## config.mk

```make
export PLATFORM = sky130hd
export DESIGN_NAME = shamul_top
export DESIGN_NICKNAME = d
export VERILOG_FILES = /design/src/rtl/shamul_pkg.sv /design/src/rtl/shamul_ctrl.sv /design/src/rtl/shamul_dp.sv /design/src/rtl/shamul_top.sv
export SDC_FILE = /design/constraint.sdc
export NUM_CORES = 1
export LEC_CHECK = 0
export ABC_AREA = 1
export BUFFER_PORTS_ARGS = -buffer_cell sky130_fd_sc_hd__buf_2
export CORE_AREA = 4 4 62 64
export DETAILED_ROUTE_END_ITERATION = 10
export DIE_AREA = 0 0 66 68
export PLACE_DENSITY_LB_ADDON = 0.08
export SLEW_MARGIN = 40
export SYNTH_ARGS = -nofsm -noshare
export SYNTH_HDL_FRONTEND = slang
export SYNTH_SLANG_ARGS = --single-unit
```

## constraint.sdc

```tcl
create_clock -name clk -period 2.3 [get_ports clk]
set_input_delay 0.115 -clock clk [delete_from_list [all_inputs] [get_ports clk]]
set_output_delay 0.115 -clock clk [all_outputs]
set_load 0.02 [all_outputs]
```

## src/rtl/shamul_pkg.sv

```systemverilog
package shamul_pkg;

    typedef struct packed {
        logic busy;
        logic done;
    } ctl_flags_t;

    function automatic int cnt_width(input int n);
        return $clog2(n + 1);
    endfunction

endpackage

```

## src/rtl/shamul_ctrl.sv

```systemverilog
module shamul_ctrl
    import shamul_pkg::*;
#(
    parameter int N = 8
) (
    input  logic clk,
    input  logic rst_n,
    input  logic start_i,
    output logic load_o,
    output logic step_o,
    output logic busy_o,
    output logic done_o
);
    localparam int CW = cnt_width(N);

    typedef struct packed {
        logic [CW-1:0] cnt;
        ctl_flags_t    flg;
    } ctl_state_t;

    ctl_state_t st_d, st_q;
    logic       accept;

    always_comb begin
        st_d           = st_q;
        st_d.flg.done  = 1'b0;
        accept         = start_i && !st_q.flg.busy;
        if (accept) begin
            st_d.flg.busy = 1'b1;
            st_d.cnt      = CW'(N);
        end else if (st_q.flg.busy) begin
            st_d.cnt = st_q.cnt - CW'(1);
            if (st_q.cnt == CW'(1)) begin
                st_d.flg.busy = 1'b0;
                st_d.flg.done = 1'b1;
            end
        end
    end

    always_ff @(posedge clk or negedge rst_n) begin
        if (!rst_n) begin
            st_q <= '0;
        end else begin
            st_q <= st_d;
        end
    end

    assign load_o = accept;
    assign step_o = st_q.flg.busy;
    assign busy_o = st_q.flg.busy;
    assign done_o = st_q.flg.done;

endmodule

```

## src/rtl/shamul_dp.sv

```systemverilog
module shamul_dp #(
    parameter int N = 8
) (
    input  logic           clk,
    input  logic           rst_n,
    input  logic           load_i,
    input  logic           step_i,
    input  logic [N-1:0]   mcand_i,
    input  logic [N-1:0]   mplier_i,
    output logic [2*N-1:0] acc_o
);
    localparam int W = 2 * N;

    typedef struct packed {
        logic [W-1:0] acc;
        logic [N-1:0] mcand;
    } dp_state_t;

    dp_state_t    dp_d, dp_q;
    logic [N:0]   addend;
    logic [N:0]   sum;

    always_comb begin
        dp_d   = dp_q;
        addend = dp_q.acc[0] ? {1'b0, dp_q.mcand} : '0;
        sum    = {1'b0, dp_q.acc[W-1:N]} + addend;
        if (load_i) begin
            dp_d.acc   = {{N{1'b0}}, mplier_i};
            dp_d.mcand = mcand_i;
        end else if (step_i) begin
            dp_d.acc = {sum, dp_q.acc[N-1:1]};
        end
    end

    always_ff @(posedge clk or negedge rst_n) begin
        if (!rst_n) begin
            dp_q <= '0;
        end else begin
            dp_q <= dp_d;
        end
    end

    assign acc_o = dp_q.acc;

endmodule

```

## src/rtl/shamul_top.sv

```systemverilog
module shamul_top #(
    parameter int N = 8
) (
    input  logic           clk,
    input  logic           rst_n,
    input  logic           start_i,
    input  logic [N-1:0]   mcand_i,
    input  logic [N-1:0]   mplier_i,
    output logic           busy_o,
    output logic           done_o,
    output logic [2*N-1:0] product_o
);
    logic load, step;

    shamul_ctrl #(.N(N)) u_ctrl (
        .clk     (clk),
        .rst_n   (rst_n),
        .start_i (start_i),
        .load_o  (load),
        .step_o  (step),
        .busy_o  (busy_o),
        .done_o  (done_o)
    );

    shamul_dp #(.N(N)) u_dp (
        .clk      (clk),
        .rst_n    (rst_n),
        .load_i   (load),
        .step_i   (step),
        .mcand_i  (mcand_i),
        .mplier_i (mplier_i),
        .acc_o    (product_o)
    );

endmodule

```

### Word level (Yosys, flattened, before mapping)

Cells that the tools add are included.
W data, S select, Z words.

* input bits: 19
* output and inout bits: 18
* flip-flop bits (word level): 30
* word-level logic and storage cells: 18

* reduce and logical (&&, ||, !) cells: 3
* equal/unequal tests: 1
* muxes and demuxes: 7
* add/subtract/negate cells: 2

Operators by type and width (number)
* $mux W16: 2
* $add A8 B9 Y9: 1
* $mux W8: 1
* $mux W6: 1
* $mux W5: 1
* $eq A4 B1 Y1 const B: 1
* $sub A4 B1 Y4 const B: 1
* $mux W2: 1
* $reduce_bool A2 Y1: 1
* $logic_and A1 B1 Y1: 1
* $logic_not A1 Y1: 1
* $mux W1: 1

### Depth between registers and ports, before layout

Gate-level depths: netlist of the first run.

* depth in word-level cells: 4
* mapped depth: 12
* depth with buffers taken out: 11

### Modules after synthesis

From an unflattened synthesis of the first run, not the netlist that was laid out.

* cells, all modules: 231
* area total of the unflattened synthesis: 1824.2 µm²

By module, submodules not included
* shamul_dp: times used 1, area each 1517.7 µm², cells each 195, seq. area each 600.6 µm²
* shamul_ctrl: times used 1, area each 306.5 µm², cells each 36, seq. area each 150.1 µm²

### Least setup slack after synthesis of the first run

OpenSTA, ideal clock, no wires.

* path type: reg2reg
* from: register u_dp.dp_q, in the netlist u_dp.acc_o[0]
* to: register u_dp.dp_q, in the netlist u_dp.acc_o[15]
* period minus slack after synthesis: 1.723 ns
* buffers on the path: 1
* path slack: 0.577 ns
* cell stages (with the launch flop): 12
* setup time: 0.117 ns
* required time: 2.183 ns
* arrival time: 1.607 ns
* cells stage by stage: dfrtp_1 -> clkbuf_1 -> nand2_1 -> inv_1 -> ha_1 -> fa_1 -> nand3_1 -> nand3_1 -> nand2_1 -> nand2_1 -> nand2_1 -> nand2_1

* word-level cells in the longest chain between the ends: 4

Ends and longest elaborated chain
* start: declaration: RTL line shamul_dp.sv:19 `dp_state_t dp_d, dp_q;`
* start signal: assignment: RTL line shamul_dp.sv:39 `dp_q <= dp_d;`
* $mux W8: RTL line shamul_dp.sv:25 `addend = dp_q.acc[0] ? {1'b0, dp_q.mcand} : '0;`
* $add A8 B9 Y9: RTL line shamul_dp.sv:26 `sum = {1'b0, dp_q.acc[W-1:N]} + addend;`
* $mux W16: RTL line shamul_dp.sv:30 `end else if (step_i) begin`
* $mux W16: RTL line shamul_dp.sv:27 `if (load_i) begin`

No other way between the ends. The select of a mux whose other input is x is not followed.
A chain may end at the register's enable or synchronous reset.

### Final worst setup path of the first run

Same ends and word-level chain as after synthesis.

==> run summary, run 1 <==
Status - finished, final reports clean
Post-synth top flop - dfrtp_1
Critical path arrival - 2.06 ns
Cell Int Power - 1.47 mW
Most common cell in the netlist - nand2_1
Clk pin slew, worst setup/hold paths - 0.10 ns
Drt drc - 0
Total wire length - 3580 um
Worst Tran Pin Value - 0.648 ns
Area delta synth->final - 19.0%
Post-Syn Nets - 251
Post-Syn Instances - 221
First-pass DRT Iterations - 4
Final setup viols - 0
CP Buf/Inv Count - 1
Hold Startpoint - start_i
Diodes inserted - 0
Crit path max-delay cell type - dfrtp_1
GPL Wtd Cong - 0.856
Placed wire-length estimate - 2490 um
Max_cap viols - 0
Postcts setup bufs - 0
Clock Path Buffers - 2
Total number of vias - 1447
Worst r2r src - u_dp.acc_o[0]
Final instance area - 2080 sq um
Post-synth EDFFs - 0
Seq pwr share - 37.6%
Fmax - 546 MHz
WP data required - 2.53 ns
Largest net degree at the start of global routing - 31
Fin. max-slew vios - 0
Initial Utilization - 53.3%
Slew HR - 56.8%
Total GRT Usage - 19.4%
VDD IR max - 0.687 mV
Clk pwr share - 16.2%
Routed len/inst - 11.7 um
Cts bufs inserted - 5
Cell at the root of the clock tree - clkbuf_4
Hold WC Path Type - input port to flip-flop
Largest cells by area after synthesis - dfrtp_1 43%, nand2_1 18%, ha_1 7.1%
Initial DRC count - 100
RR Endpoint - u_dp.acc_o[15]
Hold path cells - 4
Worst setup SP type - flip-flop
Power Density - 1260 nW/um^2
Mean Syn Cell Area - 7.93 sq um
Distinct cell type count after synthesis - 21
Crit Path Category - flip-flop to flip-flop
Yosys top cell area share - 42.9%
Net Sw Frac - 44.0%
Most frequent cells after synthesis - 85 x nand2_1, 30 x dfrtp_1, 30 x inv_1
Final net count - 290
Final cycle utilization of the critical path - 79.6%
H-tree Lvls - 2
Synth area leader - dfrtp_1
Antenna viol nets, final - 0
Clock Latency Late Sink - 0.34 ns
Hold Vio Cnt, Final - 0
R2R setup slack - 0.47 ns
Core area - 3280 sq um
Worst path max stage delay - 0.50 ns
CP top delay family - adder cells
Skew final - 0.0209 ns
Layout Cells excl Fill - 307
Worst hold slack - 0.159 ns
IO Pins - 37
Unrepaired setup endpoints after global routing - false
Wire length of the first global-routing pass - 6540 um
Final setup TNS - 0 ns
Comb pwr share - 46.1%
Netlist Area Pre-Place - 1750 sq um
Remaining Overflow, GRT - 0
Die Width - 66 um
Post-synth ARST share - 100%
P_sw - 1.16 mW
Core Rows - 21
R2R depth - 10
Via density - 4.71
Vias in the first global route - 1488
Seq/Total Area, Yosys - 42.9%
FF+latch count, synth - 30
Static Leak - 1.22 nW
Crit-path most repeated cell - nand2_1
Crit path max fanout - 10
Initial antenna violation count - 0
PortBufs - 36
Yosys warnings - 0
Crit-path cells - nand2_1, inv_1, ha_1, fa_1, nand3_1, nand3_1, nand2_1, nand2_1, nand2_1, nand2_1
Min Tclk post-route - 1.83 ns
Crit end category - flip-flop
Die H - 68 um
Hold Path Sink - u_dp.dp_q[0]
Die ar. - 4490 sq um
Area after DPL - 1830 sq um
FILL cells - 294
Placed cells - 282
Clk sinks - 30
Share of cells above drive strength 1 - 18.4%
CTS tree - yes
state kept, by name, indices dropped and copies added, names as in the netlist:
register	count
u_dp.dp_q	8
u_dp.acc_o	16
u_ctrl.st_q	4
u_ctrl.done_o	1
u_ctrl.busy_o	1
final cells by class:
cell class | count | area [sq um] | area share [%]
clock buffer | 6 | 41.3 | 1.98
sequential | 30 | 751 | 36.0
inverter | 32 | 120 | 5.76
clock inverter | 2 | 37.5 | 1.80
tap | 46 | 57.6 | 2.76
timing repair buffer | 53 | 350 | 16.8
multi-input combinational | 138 | 727 | 34.9
worst min-delay path, delay by kind of cell:
kind,cells,cell delay (ns)
buffers and inverters,1,0.13
and+or+nand+nor,3,0.21
metrics by stage:
stage | total power, mW | util, % | worst slack, ns
after floorplan | 2.05 | - | 0.577
after global routing | 2.88 | 63.5 | 0.310
after detailed placement | 2.20 | 55.8 | 0.362
after global placement | 2.17 | 55.8 | 0.505
final | 2.63 | 63.5 | 0.470
after CTS | 2.64 | 63.4 | 0.349
layer usage:
layer,vias to the layer above,GRT usage (%),wire [um]
met3,9,6.40,188
met4,0,8.12,87
li1,755,-,-
met1,651,22.3,1680
met5,-,0,0
met2,32,33.3,1630
power by group through the flow:
stage               combinational (mW)  sequential [mW]  clock (mW)
floorplan                         1.11            0.934           0
global placement                  1.19            0.985           0
detailed placement                1.21            0.992           0
CTS                               1.23            0.986       0.430
global route                      1.39             1.03       0.464
finish                            1.21            0.990       0.428
how the worst max path moves through the flow:
| stage | from | to | slack [ns] | depth (start not counted) |
|---|---|---|---|---|
| 4_1_cts | u_ctrl.busy_o | u_dp.acc_o[4] | 0.35 | 3 |
| 3_5_place_dp | u_ctrl.busy_o | u_dp.acc_o[6] | 0.36 | 3 |
| 3_3_place_gp | u_ctrl.busy_o | u_dp.acc_o[7] | 0.51 | 3 |
| 2_1_floorplan | u_dp.acc_o[0] | u_dp.acc_o[15] | 0.58 | 11 |
| 5_1_grt | u_dp.acc_o[0] | u_dp.acc_o[15] | 0.31 | 10 |
| 6_report | u_dp.acc_o[0] | u_dp.acc_o[15] | 0.47 | 10 |
timing repair:
action / CTS / global route
hold buffers: 17 / 0
endpoints found under the hold margin: 46 / 0
setup endpoints to repair: 0 / 0
resized for setup: 0 / 0
cells by family after synthesis:
logic type / after synthesis / share of synthesized area [%]
compound gates: 21 / 7.86
flops: 30 / 42.9
simple gates: 106 / 25.2
buf+inv: 53 / 15.8
fa+ha+maj: 11 / 8.29
cell usage in the layout, fill, tap and decap left out:
master,n
a22o_1,1
clkbuf_4,5
dfrtp_1,30
nor4b_4,1
o22ai_1,1
nand2_4,1
o221ai_1,6
nand4_1,1
o211ai_1,2
nor2_2,1
o21ai_0,7
clkbuf_1,1
nor2_1,6
nand2_1,85
inv_2,2
a21oi_1,4
bufinv_16,1
inv_1,30
ha_1,10
fa_1,1
clkinvlp_4,1
buf_2,36
dlygate4sd3_1,17
nand3_1,11
(Power assumes the default switching activity.)
==> inputs of run 2 (changes only) <==
- clock period: 2.3 -> 1.8 ns (I/O delays scaled with it)
==> run 2 against run 1 <==
First-iteration DRC count is 38% lower. Flip-flop and latch count unchanged. Non-clock buffer count increased by 3. Final cell count grew 0.33%. Cell area is 1.7% higher. Critical endpoint is now u_dp.acc_o[14]. Wire length grew 2.3%. Global-route usage fell by 0.35 points. Clock-buffer cell count is the same. Largest power group unchanged.
==> run summary, run 2 (synthesis results as in run 1) <==
Clk sinks - 30
Placed wire-length estimate - 2550 um
Core area - 3280 sq um
Hold Vio Cnt, Final - 0
Initial Utilization - 53.3%
Antenna viol nets, final - 0
Clock Latency Late Sink - 0.33 ns
Hold WC Path Type - input port to flip-flop
Final core utilization - 64.5%
Total wire length - 3670 um
Slew HR - 57.5%
Skew final - 0.00652 ns
Share of cells above drive strength 1 - 20.6%
WP data required - 2.02 ns
Number of flip-flops in the largest register - 16
Largest net degree at the start of global routing - 31
Area delta synth->final - 21.0%
Fmax - 609 MHz
Drt drc - 0
Die ar. - 4490 sq um
Min Tclk post-route - 1.64 ns
Status - finished, final reports clean
Final net count - 293
Core Rows - 21
Diodes inserted - 0
H-tree Lvls - 2
Clock Path Buffers - 2
Remaining Overflow, GRT - 0
Vias in the first global route - 1380
PortBufs - 36
Worst Tran Pin Value - 0.637 ns
Power Density - 1580 nW/um^2
Initial DRC count - 62
Die Width - 66 um
Clk pin slew, worst setup/hold paths - 0.09 ns
Total GRT Usage - 19.1%
Postcts setup bufs - 0
Final setup viols - 0
CTS tree - yes
Commonest non-fill, non-tap cell in the layout - nand2_1
Via density - 4.69
Final setup TNS - 0 ns
Unrepaired setup endpoints after global routing - false
First-pass DRT Iterations - 5
Fin. max-slew vios - 0
Routed len/inst - 11.9 um
GPL Wtd Cong - 0.845
Total number of vias - 1446
Most frequent cells in the layout - 84 x nand2_1, 36 x buf_2, 30 x inv_1, 30 x dfrtp_1, 17 x dlygate4sd3_1
Critical path arrival - 1.86 ns
Worst hold slack - 0.145 ns
Crit end category - flip-flop
Final cycle utilization of the critical path - 91.2%
Max_cap viols - 0
Cell at the root of the clock tree - clkbuf_4
Crit path max fanout - 9
VDD IR max - 0.683 mV
Wire length of the first global-routing pass - 6310 um
Die H - 68 um
Worst setup SP type - flip-flop
IO Pins - 37
Cts bufs inserted - 5
Final instance area - 2120 sq um
Crit Path Category - flip-flop to flip-flop
Static Leak - 1.21 nW
Initial antenna violation count - 0
Area after DPL - 1860 sq um
run 2: routing by layer:
metal / vias up / GRT usage, % / routed length, um
met2: 32 / 29.0 / 1620
met5: - / 0 / 0
met3: 11 / 5.75 / 183
li1: 757 / - / -
met1: 646 / 25.1 / 1770
met4: 0 / 8.63 / 87
run 2: area by class of cell:
type,instances,area (sq um)
fill,291,1160
multi-input combinational,138,767
sequential,30,751
timing repair buffer,56,373
inverter,32,120
tap,46,57.6
clock buffer,6,51.3
run 2: where the power goes:
group          internal, mW  switching [mW]
Sequential            0.991           0.244
Combinational         0.696            1.03
Clock                 0.176           0.218
run 2: per-stage QoR:
step / total power, mW / instances / setup slack [ns]
3_3_place_gp: 2.84 / 285 / 0.153
2_1_floorplan: 2.62 / 221 / 0.0766
4_1_cts: 3.28 / 308 / 0.109
6_report: 3.35 / 308 / 0.159
5_1_grt: 3.68 / 308 / 0.0185
3_5_place_dp: 2.86 / 285 / 0.127
run 2: path summary, 6_finish.rpt:
path / from / endpoint / slack [ns] / cells past startpoint
max in group asynchronous: rst_n / u_dp.dp_q[7] / 1.07 / 2
min in group asynchronous: rst_n / u_ctrl.busy_o / 0.31 / 2
setup / recovery: u_dp.acc_o[0] / u_dp.acc_o[14] / 0.16 / 10
hold reg to reg: u_dp.dp_q[6] / u_dp.dp_q[6] / 0.49 / 2
setup reg to reg: u_dp.acc_o[0] / u_dp.acc_o[14] / 0.16 / 10
hold / removal: start_i / u_dp.dp_q[3] / 0.14 / 4
run 2: repair_timing:
action                     CTS  global route
resized for setup            0             5
setup endpoints to repair    0             4
hold endpoints to repair    46             0
hold buffers                17             0
run 2: critical path: stages (launching register included):
cell	delay [ns]
dfrtp_1	0.38
buf_4	0.16
nand2_1	0.06
inv_1	0.04
ha_1	0.33
nand2_1	0.09
nand2_1	0.06
a21oi_1	0.18
nand3_1	0.10
nand3_1	0.09
nand2_1	0.05
